===== src/rtl/pal_hidden_ctl.sv =====
module pal_hidden_ctl #(
  parameter int ARM_READS = 4,
  parameter int DW        = 8
) (
  input  logic          clk,
  input  logic          rst_n,
  input  logic          acc_valid,
  input  logic          acc_write,
  input  logic [1:0]    acc_port,
  input  logic [DW-1:0] acc_wdata,
  input  logic [7:0]    ext_mode,
  output logic          hidden_hit,
  output logic [DW-1:0] hidden_rdata,
  output logic          hidden_armed,
  output logic [DW-1:0] hidden_ctl,
  output logic [5:0]    pixel_bpp
);
  localparam int CW = $clog2(ARM_READS + 1);
  localparam logic [CW-1:0] ARM_CNT = CW'(ARM_READS);
  localparam logic [1:0] PORT_MASK = 2'b00;

  logic [CW-1:0] cnt;
  logic          mask_acc;

  assign mask_acc     = acc_valid && (acc_port == PORT_MASK);
  assign hidden_armed = (cnt == ARM_CNT);
  assign hidden_hit   = mask_acc && hidden_armed;
  assign hidden_rdata = (hidden_hit && !acc_write) ? hidden_ctl : '0;

  always_ff @(posedge clk) begin
    if (!rst_n) begin
      cnt        <= '0;
      hidden_ctl <= '0;
    end else if (acc_valid) begin
      if (mask_acc && !acc_write && !hidden_armed)
        cnt <= cnt + 1'b1;
      else
        cnt <= '0;
      if (hidden_hit && acc_write)
        hidden_ctl <= acc_wdata;
    end
  end

  always_comb begin
    pixel_bpp = 6'd8;
    if (ext_mode[0]) begin
      case (ext_mode[3:1])
        3'd1, 3'd3: pixel_bpp = hidden_ctl[0] ? 6'd16 : 6'd15;
        3'd2:       pixel_bpp = 6'd24;
        3'd4:       pixel_bpp = 6'd32;
        default:    pixel_bpp = 6'd8;
      endcase
    end
  end

  p_cnt_bound_r2: assert property (@(posedge clk) disable iff (!rst_n)
    cnt <= ARM_CNT);
  p_arm_after_reads_r2: assert property (@(posedge clk) disable iff (!rst_n)
    (mask_acc && !acc_write && cnt == ARM_CNT - 1'b1) |=> hidden_armed);
  p_hidden_read_r3: assert property (@(posedge clk) disable iff (!rst_n)
    (hidden_hit && !acc_write) |=> (!hidden_armed && $stable(hidden_ctl)));
  p_hidden_write_r4: assert property (@(posedge clk) disable iff (!rst_n)
    (hidden_hit && acc_write) |=> (hidden_ctl == $past(acc_wdata) && cnt == '0));
  p_plain_write_r5: assert property (@(posedge clk) disable iff (!rst_n)
    (mask_acc && acc_write && !hidden_armed) |=> ($stable(hidden_ctl) && cnt == '0));
  p_other_port_r6: assert property (@(posedge clk) disable iff (!rst_n)
    (acc_valid && acc_port != PORT_MASK) |=> (cnt == '0 && $stable(hidden_ctl)));
  p_idle_r7: assert property (@(posedge clk) disable iff (!rst_n)
    !acc_valid |=> ($stable(cnt) && $stable(hidden_ctl)));
  p_ext_off_r8: assert property (@(posedge clk) disable iff (!rst_n)
    !ext_mode[0] |-> pixel_bpp == 6'd8);
  p_class16_r10: assert property (@(posedge clk) disable iff (!rst_n)
    (ext_mode[0] && ext_mode[1] && !ext_mode[2] && !ext_mode[3]) |-> (pixel_bpp[5:1] == 5'd8 || pixel_bpp[5:1] == 5'd7));
endmodule


===== config.mk =====
export PLATFORM = sky130hd
export DESIGN_NAME = pal_hidden_ctl
export DESIGN_NICKNAME = d
export VERILOG_FILES = /design/src/rtl/pal_hidden_ctl.sv
export SDC_FILE = /design/constraint.sdc
export NUM_CORES = 1
export LEC_CHECK = 0
export BUFFER_PORTS_ARGS = -buffer_cell sky130_fd_sc_hd__buf_2
export CELL_PAD_IN_SITES_DETAIL_PLACEMENT = 0
export CELL_PAD_IN_SITES_GLOBAL_PLACEMENT = 1
export CORE_ASPECT_RATIO = 0.7
export CORE_MARGIN = 10
export CORE_UTILIZATION = 29
export CTS_CLUSTER_DIAMETER = 50
export CTS_CLUSTER_SIZE = 40
export DETAILED_ROUTE_END_ITERATION = 10
export GPL_TIMING_DRIVEN = 1
export PLACE_DENSITY_LB_ADDON = 0.1
export SLEW_MARGIN = 5
export SYNTH_ARGS = -nofsm -noshare
export SYNTH_HDL_FRONTEND = slang
export SYNTH_SLANG_ARGS = --single-unit
export TNS_END_PERCENT = 5

===== constraint.sdc =====
create_clock -name clk -period 2.81 [get_ports clk]
set_input_delay 0.562 -clock clk [delete_from_list [all_inputs] [get_ports clk]]
set_output_delay 0.562 -clock clk [all_outputs]
set_load 0.005 [all_outputs]

-- Word-level counts from Yosys, hierarchy flattened
Index checks and enable logic that the tools add are counted.
- $add $sub $neg: 1
- $mul: 0
- div/mod/pow operators: 0
- $lt $le $gt $ge: 0
- eq/ne operators: 5
- shift operators: 0
- mux-type cells: 5
- bitwise operators: 0
- reductions and logical operators: 11
- operators by type and width (kind ; number):
    case mux 6 bit (3 select lines) ; 1
    two-way mux 8 bit ; 1
    equality test 3 x 2 -> 1 bit, second input constant ; 2
    equality test 3 bit, second input constant ; 2
    logical AND 1 bit ; 6
    two-way mux 6 bit ; 1
    two-way mux 5 bit ; 1
    adder 3 x 1 -> 3 bit, second input constant ; 1
    equality test 3 x 1 -> 1 bit, second input constant ; 1
    two-way mux 3 bit ; 1
    logical NOT 1 bit ; 2
    logical NOT 2 bit ; 1
    AND reduction 2 bit ; 1
    OR reduction 2 bit ; 1
- bits in registers: 11
- latch bits: 0
- RAM bits: 0
- ROM bits: 0
- input port bits: 22
- output and inout port bits: 24
- logic and storage cells: 24
- memories kept: 0

-- Longest topological paths before layout
Gate-level depths: netlist of run 1.
- depth in word-level cells: 5
- depth in mapped cells: 7
- gate-level depth less buffers: 6

-- Worst setup path before layout of run 1
No wires, ideal clock.
- path type: input to output
- from: input ext_mode[1]
- to: output pixel_bpp[1]
- arrival time: 1199 ps
- required time: 2248 ps
- path slack: 1049 ps
- stages: 2
- buffers on the path: 1
- cell sequence: nor4bb_1 -> buf_4
- longest elaborated chain between the ends: 4
- elaborated cells on any way between the ends: 7
- RTL lines (item ; line ; source):
    from (decl) ; 11 ; input logic [7:0] ext_mode,
    equality test 3 x 1 -> 1 bit or equality test 3 x 2 -> 1 bit (tied branches) ; 47 ; case (ext_mode[3:1])
    OR reduction 2 bit ; 47 ;
    case mux 6 bit (3 select lines) * ; 47 ;
    two-way mux 6 bit * ; 46 ; if (ext_mode[0]) begin
    to (decl) ; 16 ; output logic [5:0] pixel_bpp
Mark *: on every way between the ends. The rest lies on a longest branch, timed or not.

-- Worst setup path after layout of run 1
- from: register cnt[0]
- to: output hidden_rdata[2]
- longest elaborated chain between the ends: 4
- RTL lines (item ; line ; source):
    from (decl) ; 22 ; logic [CW-1:0] cnt;
    from (signal assigned) ; 36 ; cnt <= cnt + 1'b1;
    equality test 3 bit ; 26 ; assign hidden_armed = (cnt == ARM_CNT);
    logical AND 1 bit ; 27 ; assign hidden_hit = mask_acc && hidden_armed;
    logical AND 1 bit ; 28 ; assign hidden_rdata = (hidden_hit && !acc_write) ? hidden_ctl : '0;
    two-way mux 8 bit ; 28 ;
    to (decl) ; 13 ; output logic [DW-1:0] hidden_rdata,
No other way between the ends.

==> insert_results.sql, run 1 <==
INSERT INTO impl_metrics (metric_group, metric, value, unit) VALUES
('floorplanning', 'die_footprint', '4730', 'sq um'),
('timing', 'timing.final.hold_violations', '0', ''),
('synthesis', 'post_synth_and_or_nand_nor_area_fraction', '36.6', '%'),
('timing', 'max_clock_freq', '0.458', 'GHz'),
('layout', 'number_of_inserted_diodes', '0', ''),
('synthesis', 'yosysTopAreaCell', 'sky130_fd_sc_hd__dfxtp_1', ''),
('worst_setup_path', 'crit_path_max_fanout', '8', ''),
('synthesis', 'post_synth_edffs', '0', ''),
('routing', 'route.final.wire_length', '1.91', 'mm'),
('timing', 'period_minus_slack', '2.18', 'ns'),
('floorplanning', 'floorplan.core_area', '2190', 'sq um'),
('grt', 'overall_global_routing_usage', '7.74', '%'),
('place', 'portBuffers', '41', ''),
('place', 'detailed_place.area', '878', 'sq um'),
('synthesis', 'post_synth_adder_cell_area', '3.66', '%'),
('place', 'placement.setup.worst_slack', '0.710', 'ns'),
('routing', 'postRouteAntennaNets', '0', ''),
('place', 'gpl.final_weighted_congestion', '0.751', ''),
('worst_setup_path', 'crit_chain', 'inv_1 -> ha_1 -> nand2_2 -> inv_2 -> and4b_1 -> and2_1 -> buf_2', ''),
('synthesis', 'synthMostInstantiatedCell', 'sky130_fd_sc_hd__nand2_1', ''),
('hold_path', 'hp-class', 'reg -> reg', ''),
('synthesis', 'synth_commonest_cells', '20 x sky130_fd_sc_hd__nand2_1, 11 x sky130_fd_sc_hd__dfxtp_1, 9 x sky130_fd_sc_hd__and2_1, 9 x sky130_fd_sc_hd__mux2i_1, 3 x sky130_fd_sc_hd__inv_1', ''),
('grt', 'met2_usage', '12.5', '%'),
('worst_setup_path', 'critical_path.endpoint_type', 'primary output', ''),
('floorplanning', 'chipHeight', '60.6', 'um'),
('floorplanning', 'ioPinCount', '46', ''),
('floorplanning', 'horizontal_die_dimension', '78.0', 'um'),
('power', 'p_leak', '0.450', 'nW'),
('worst_setup_path', 'critical_path.slowest_cell', 'sky130_fd_sc_hd__dfxtp_1', ''),
('worst_setup_path', 'endpoint_of_the_worst_slack_reg_to_reg_timing_path', 'hidden_ctl[0]', ''),
('routing', 'routedWlPerCell', '12.8', 'um'),
('timing', 'setup_slack', '0.626', 'ns'),
('power', 'power.share.switching', '23.5', '%'),
('worst_setup_path', 'cp-start-kind', 'flip-flop', ''),
('clock_tree', 'tritoncts', 'done', ''),
('grt', 'first_global_vias', '626', ''),
('timing', 'grt_setup_unrepaired', 'no', ''),
('hold_path', 'hp-start', 'hidden_ctl[5]', ''),
('power', 'power.combinational.fraction', '11.3', '%'),
('clock_tree', 'postCtsHoldBufs', '0', ''),
('worst_setup_path', 'worst_ep_required_time', '2.25', 'ns'),
('layout', 'layout.filler_cells', '243', ''),
('synthesis', 'synth.net_count', '102', ''),
('synthesis', 'prevailing_post_synth_register_cell', 'sky130_fd_sc_hd__dfxtp_1', ''),
('synthesis', 'count_of_different_cell_masters_after_synthesis', '27', ''),
('grt', 'grt_max_degree', '20', ''),
('floorplanning', 'rows', '14', ''),
('hold_path', 'whs_path_depth', '2', ''),
('timing', 'fin_tns_setup', '0', 'ns'),
('synthesis', 'seq_area_frac_synth', '32.2', '%'),
('clock_tree', 'cts-htree-levels', '1', ''),
('clock_tree', 'cts.repair.resized', '0', ''),
('grt', 'globalRoute.busiestLayer', 'met2', ''),
('synthesis', 'synth_area_per_cell', '8.76', 'sq um'),
('power', 'seq_pwr_share', '52.6', '%'),
('routing', 'num_vias', '652', ''),
('run', 'cap_violations', '0', ''),
('power', 'cell_internal_pwr', '0.227', 'mW'),
('power', 'power.clock.fraction', '36.1', '%'),
('routing', 'vias_per_cell', '4.35', ''),
('clock_tree', 'tritoncts_num_sinks', '11', ''),
('layout', 'drive_above_1_share', '42.4', '%'),
('layout', 'multiInputGateArea', '398', 'sq um'),
('synthesis', 'post_synthesis_share_of_cell_area_spent_on_xor_and_xnor_gates', '0', '%'),
('synthesis', 'synth_area', '683', 'sq um'),
('place', 'detailedPlacementHpwl', '1.55', 'mm'),
('synthesis', 'post-synth-top-area-fraction', '32.2', '%'),
('layout', 'seq_area', '220', 'sq um'),
('worst_setup_path', 'maximum_single_stage_delay_on_the_critical_path', '0.38', 'ns'),
('run_status', 'result_of_the_run', 'finished, final reports clean', ''),
('synthesis', 'async_set_or_reset_flop_fraction_in_the_synthesized_netlist', '0', '%');
power by group through the flow:
| stage | logic [mW] | clock network, mW | registers (mW) |
|---|---|---|---|
| 4_1_cts | 0.0344 | 0.114 | 0.157 |
| 6_report | 0.0337 | 0.107 | 0.156 |
| 5_1_grt | 0.0381 | 0.124 | 0.157 |
| 3_5_place_dp | 0.0342 | 0 | 0.160 |
| 2_1_floorplan | 0.0165 | 0 | 0.160 |
| 3_3_place_gp | 0.0335 | 0 | 0.160 |
layout by cell type (no fill, tap or decap), drive strengths merged:
cell type,n
and4b,1
and3b,1
nor4b,1
clkbuf,4
nand4,1
and4,1
and3,1
ha,2
nor4bb,1
inv,4
o21ai,2
nand2,22
o22ai,1
nor2,1
nand3,1
nor3b,2
buf,41
and2,9
mux2i,9
o311ai,1
nor2b,1
dfxtp,11
stage by stage:
stage | util, % | power (mW) | std cells | hold WS, ns
3_5_place_dp | 40.1 | 0.194 | 146 | 0.456
6_report | 41.3 | 0.297 | 150 | 0.465
2_1_floorplan | - | 0.177 | 78 | 0.456
3_3_place_gp | 40.1 | 0.194 | 146 | 0.452
4_1_cts | 41.3 | 0.305 | 150 | 0.473
5_1_grt | 41.3 | 0.318 | 150 | 0.488
metal layers:
metal | up-vias | wire, um
li1 | 341 | -
met1 | 285 | 862
met2 | 24 | 849
met3 | 2 | 186
met4 | 0 | 14
met5 | - | 0
cell families (layout without fill, tap and decap cells):
group	Yosys count	in the layout
compound gates	4	4
fa+ha+maj	2	2
flops	11	11
buf+inv	9	49
mux	9	9
simple gates	43	43
critical path, delay by kind of cell, from the launching register on:
kind,cells,cell delay (ns)
flip-flops,1,0.38
buffers and inverters,3,0.23
adder cells (fa/ha/maj),1,0.20
AND/OR/NAND/NOR,3,0.56
final cells by class:
type / count / share of cell area [%]
Clock buffer: 4 / 2.90
Inverter: 4 / 1.66
Sequential cell: 11 / 24.3
Multi-Input combinational cell: 58 / 44.0
Timing Repair Buffer: 41 / 22.7
Tap cell: 32 / 4.43
worst max path at each step:
stage                 from  slack [ns]              end  cells after the start
6_report            cnt[0]        0.63  hidden_rdata[2]                      7
3_3_place_gp   acc_port[1]        0.72  hidden_rdata[2]                      5
4_1_cts             cnt[0]        0.59  hidden_rdata[2]                      7
5_1_grt             cnt[0]        0.51  hidden_rdata[0]                      7
2_1_floorplan  ext_mode[1]        1.05     pixel_bpp[1]                      2
3_5_place_dp   acc_port[1]        0.71  hidden_rdata[2]                      5
flip-flops by register name, indices dropped and copies added, names as in the netlist:
register	cells
cnt	3
hidden_ctl	8
Note: power is estimated with default switching activity, not from simulation.
==> run 2, diff against run 1 <==
--- a/config.mk
+++ b/config.mk
@@ -10,7 +10,7 @@
 export CELL_PAD_IN_SITES_GLOBAL_PLACEMENT = 1
 export CORE_ASPECT_RATIO = 0.7
 export CORE_MARGIN = 10
-export CORE_UTILIZATION = 29
+export CORE_UTILIZATION = 25
 export CTS_CLUSTER_DIAMETER = 50
 export CTS_CLUSTER_SIZE = 40
 export DETAILED_ROUTE_END_ITERATION = 10
==> constraint.sdc (replaced) <==
create_clock -name clk -period 2 [get_ports clk]
set_input_delay 0.4 -clock clk [delete_from_list [all_inputs] [get_ports clk]]
set_output_delay 0.4 -clock clk [all_outputs]
set_load 0.005 [all_outputs]
==> run 2 against run 1 <==
Worst hold slack lost 0.066 ns. Core utilization shrank 3.0 points. Sequential share of layout area shrank 1.4 points. Non-clock buffer count grew 3. Largest cell class unchanged. Power grew 67%. Critical path depth is the same. Sequential power grew 42%. Critical path type unchanged. Sequential cell count is the same. Combinational power grew 50%. Clock power grew 110%.
==> insert_results.sql, run 2 (synthesis results as in run 1) <==
INSERT INTO impl_metrics (metric_group, metric, value, unit) VALUES
('run_status', 'result_of_the_run', 'finished, final reports clean', ''),
('routing', 'drt_pass1_iterations', '2', ''),
('timing', 'setup_violations', '0', ''),
('layout', 'registers.top_by_ff_count', 'hidden_ctl', ''),
('hold_path', 'hp-class', 'in -> reg', ''),
('layout', 'final-instance-count-excl-fill', '155', ''),
('floorplanning', 'die_footprint', '5260', 'sq um'),
('clock_tree', 'clk_root_buffer_cell', 'sky130_fd_sc_hd__clkbuf_8', ''),
('place', 'dp.cells', '149', ''),
('worst_setup_path', 'endpoint_of_the_worst_slack_reg_to_reg_timing_path', 'hidden_ctl[3]', ''),
('routing', '1st_iter_drt_viols', '5', ''),
('clock_tree', 'insertion_delay', '0.24', 'ns'),
('timing', 'timing.final.max_slew_violations', '0', ''),
('clock_tree', 'tritoncts_num_sinks', '11', ''),
('layout', 'drive_above_1_share', '49.6', '%'),
('timing', 'setup_slack', '0.0998', 'ns'),
('floorplanning', 'floorplan.core_area', '2530', 'sq um'),
('routing', 'drc', '0', ''),
('routing', 'num_vias', '672', ''),
('timing', 'max_clock_freq', '0.526', 'GHz'),
('timing', 'tightest_pin_transition', '0.404', 'ns'),
('floorplanning', 'ioPinCount', '46', ''),
('layout', 'most-common-layout-cells', '40 x sky130_fd_sc_hd__buf_2, 20 x sky130_fd_sc_hd__nand2_1, 9 x sky130_fd_sc_hd__mux2i_1, 9 x sky130_fd_sc_hd__dfxtp_1, 6 x sky130_fd_sc_hd__and2_1', ''),
('worst_setup_path', 'cp-start-kind', 'flip-flop', ''),
('power', 'vdd_drop_max', '0.286', 'mV'),
('layout', 'number_of_inserted_diodes', '0', ''),
('worst_setup_path', 'crit_chain', 'inv_1 -> ha_2 -> nand2_2 -> inv_2 -> and4b_4 -> and2_4 -> buf_2', ''),
('timing', 'finClkSkew', '0.00157', 'ns'),
('clock_tree', 'maximum_root_to_sink_buffer_count', '2', ''),
('worst_setup_path', 'r2r_start', 'cnt[0]', ''),
('worst_setup_path', 'critical_path.endpoint_type', 'primary output', ''),
('run', 'cap_violations', '0', ''),
('floorplanning', 'initial_core_util', '27.0', '%'),
('floorplanning', 'horizontal_die_dimension', '82.5', 'um'),
('routing', 'postRouteAntennaNets', '0', ''),
('worst_setup_path', 'worst_ep_required_time', '1.60', 'ns'),
('power', 'fin_total_pwr', '0.497', 'mW'),
('clock_tree', 'cts-htree-levels', '1', ''),
('timing', 'final.period_utilization', '95.0', '%'),
('grt', 'grt.overflow.total', '0', ''),
('clock_tree', 'clk_transition_reported_paths', '0.05', 'ns'),
('layout', 'layout_commonest_cell', 'sky130_fd_sc_hd__buf_2', ''),
('grt', 'first_global_vias', '654', ''),
('worst_setup_path', 'arrival', '1.50', 'ns'),
('timing', 'timing.final.hold_violations', '0', ''),
('timing', 'grt_setup_unrepaired', 'no', ''),
('place', 'portBuffers', '41', ''),
('clock_tree', 'tritoncts', 'done', ''),
('floorplanning', 'rows', '15', ''),
('worst_setup_path', 'setup_slack_reg_to_reg', '0.69', 'ns'),
('layout', 'layout.filler_cells', '272', ''),
('timing', 'worst_slew_margin_rel', '72.7', '%'),
('place', 'placement.setup.worst_slack', '0.224', 'ns'),
('routing', 'routedWlPerCell', '13.8', 'um'),
('clock_tree', 'cts_made_buffers', '3', ''),
('power', 'cellPowerDensity', '512', 'nW/um^2'),
('grt', 'grt_pass1_wl', '3.21', 'mm'),
('power', 'p_leak', '0.476', 'nW'),
('timing', 'period_minus_slack', '1.90', 'ns'),
('floorplanning', 'chipHeight', '63.7', 'um'),
('worst_setup_path', 'timing.critical_path.from', 'cnt[0]', ''),
('layout', 'largest_registers', 'hidden_ctl (8), cnt (3)', ''),
('place', 'gpl.final_weighted_congestion', '0.732', ''),
('layout', 'syn2layout_area_growth', '42.1', '%'),
('worst_setup_path', 'critical_path.endpoint', 'hidden_rdata[4]', ''),
('place', 'detailedPlacementHpwl', '1.68', 'mm'),
('timing', 'fin_tns_setup', '0', 'ns'),
('worst_setup_path', 'timing_worst_setup_path_type', 'reg -> out', ''),
('routing', 'vias_per_cell', '4.34', ''),
('worst_setup_path', 'maximum_single_stage_delay_on_the_critical_path', '0.33', 'ns'),
('layout', 'postLayoutCoreUtil', '38.3', '%'),
('grt', 'grt_max_degree', '19', ''),
('grt', 'overall_global_routing_usage', '7.85', '%'),
('worst_setup_path', 'critical_path.slowest_cell', 'sky130_fd_sc_hd__dfxtp_2', ''),
('layout', 'final_nets', '146', ''),
('grt', 'antenna_found_initial', '0', ''),
('layout', 'largest_register_ff_count', '8', ''),
('worst_setup_path', 'crit_path_max_fanout', '8', ''),
('routing', 'route.final.wire_length', '2.14', 'mm'),
('worst_setup_path', 'timing.reg2reg.worst_path_depth', '6', '');
[run 2: cell types whose count changed in the layout (fill, tap and decap cells not counted), sizes merged]
| cell | delta |
|---|---|
| buf | +3 |
[run 2: power by group]
group	total (mW)	switching (mW)	internal, mW
registers	0.221	0.000506	0.220
logic	0.0507	0.0255	0.0252
clock network	0.225	0.0853	0.140
[run 2: worst min-delay path by stage]
stage / start / to / slack (ns) / depth (start not counted)
after global placement: hidden_ctl[4] / hidden_ctl[4] / 0.45 / 2
after floorplan: cnt[0] / cnt[0] / 0.46 / 2
after detailed placement: hidden_ctl[4] / hidden_ctl[4] / 0.46 / 2
after global routing: acc_wdata[2] / hidden_ctl[2] / 0.41 / 3
final: acc_wdata[0] / hidden_ctl[0] / 0.40 / 3
after CTS: acc_wdata[2] / hidden_ctl[2] / 0.40 / 3
[run 2: area by class of cell]
type	count	area (sq um)	area share [%]
Inverter	4	15.0	1.55
Sequential cell	11	223	22.9
Clock buffer	4	45.0	4.64
Multi-Input combinational cell	58	412	42.4
Timing Repair Buffer	44	234	24.1
Tap cell	34	42.5	4.38
[run 2: timing repair]
item	in CTS	in global routing
resized for setup	1	8
pin swaps	0	2
hold buffers	0	0
endpoints found under the setup margin	8	8
setup buffers	0	2
[run 2: metrics by stage]
stage               hold slack (ns)  cell area [sq um]
finish                        0.399                971
CTS                           0.396                935
global placement              0.452                888
detailed placement            0.461                888
floorplan                     0.456                683
global route                  0.405                971
[run 2: metal layers]
layer / track usage [%] / part of all wire (%) / routed length [um] / vias to the layer above
met2: 11.2 / 42 / 908 / 31
li1: - / - / - / 345
met4: 4.45 / 2.2 / 46 / 0
met5: 0 / 0 / 0 / -
met3: 4.05 / 14 / 290 / 5
met1: 9.13 / 42 / 892 / 291
[run 2: worst max-delay path, delay by kind of cell, from the launching register on]
kind,cells,cell delay [ns]
buf+inv,3,0.24
fa+ha+maj,1,0.16
simple gates,3,0.52
flops,1,0.33
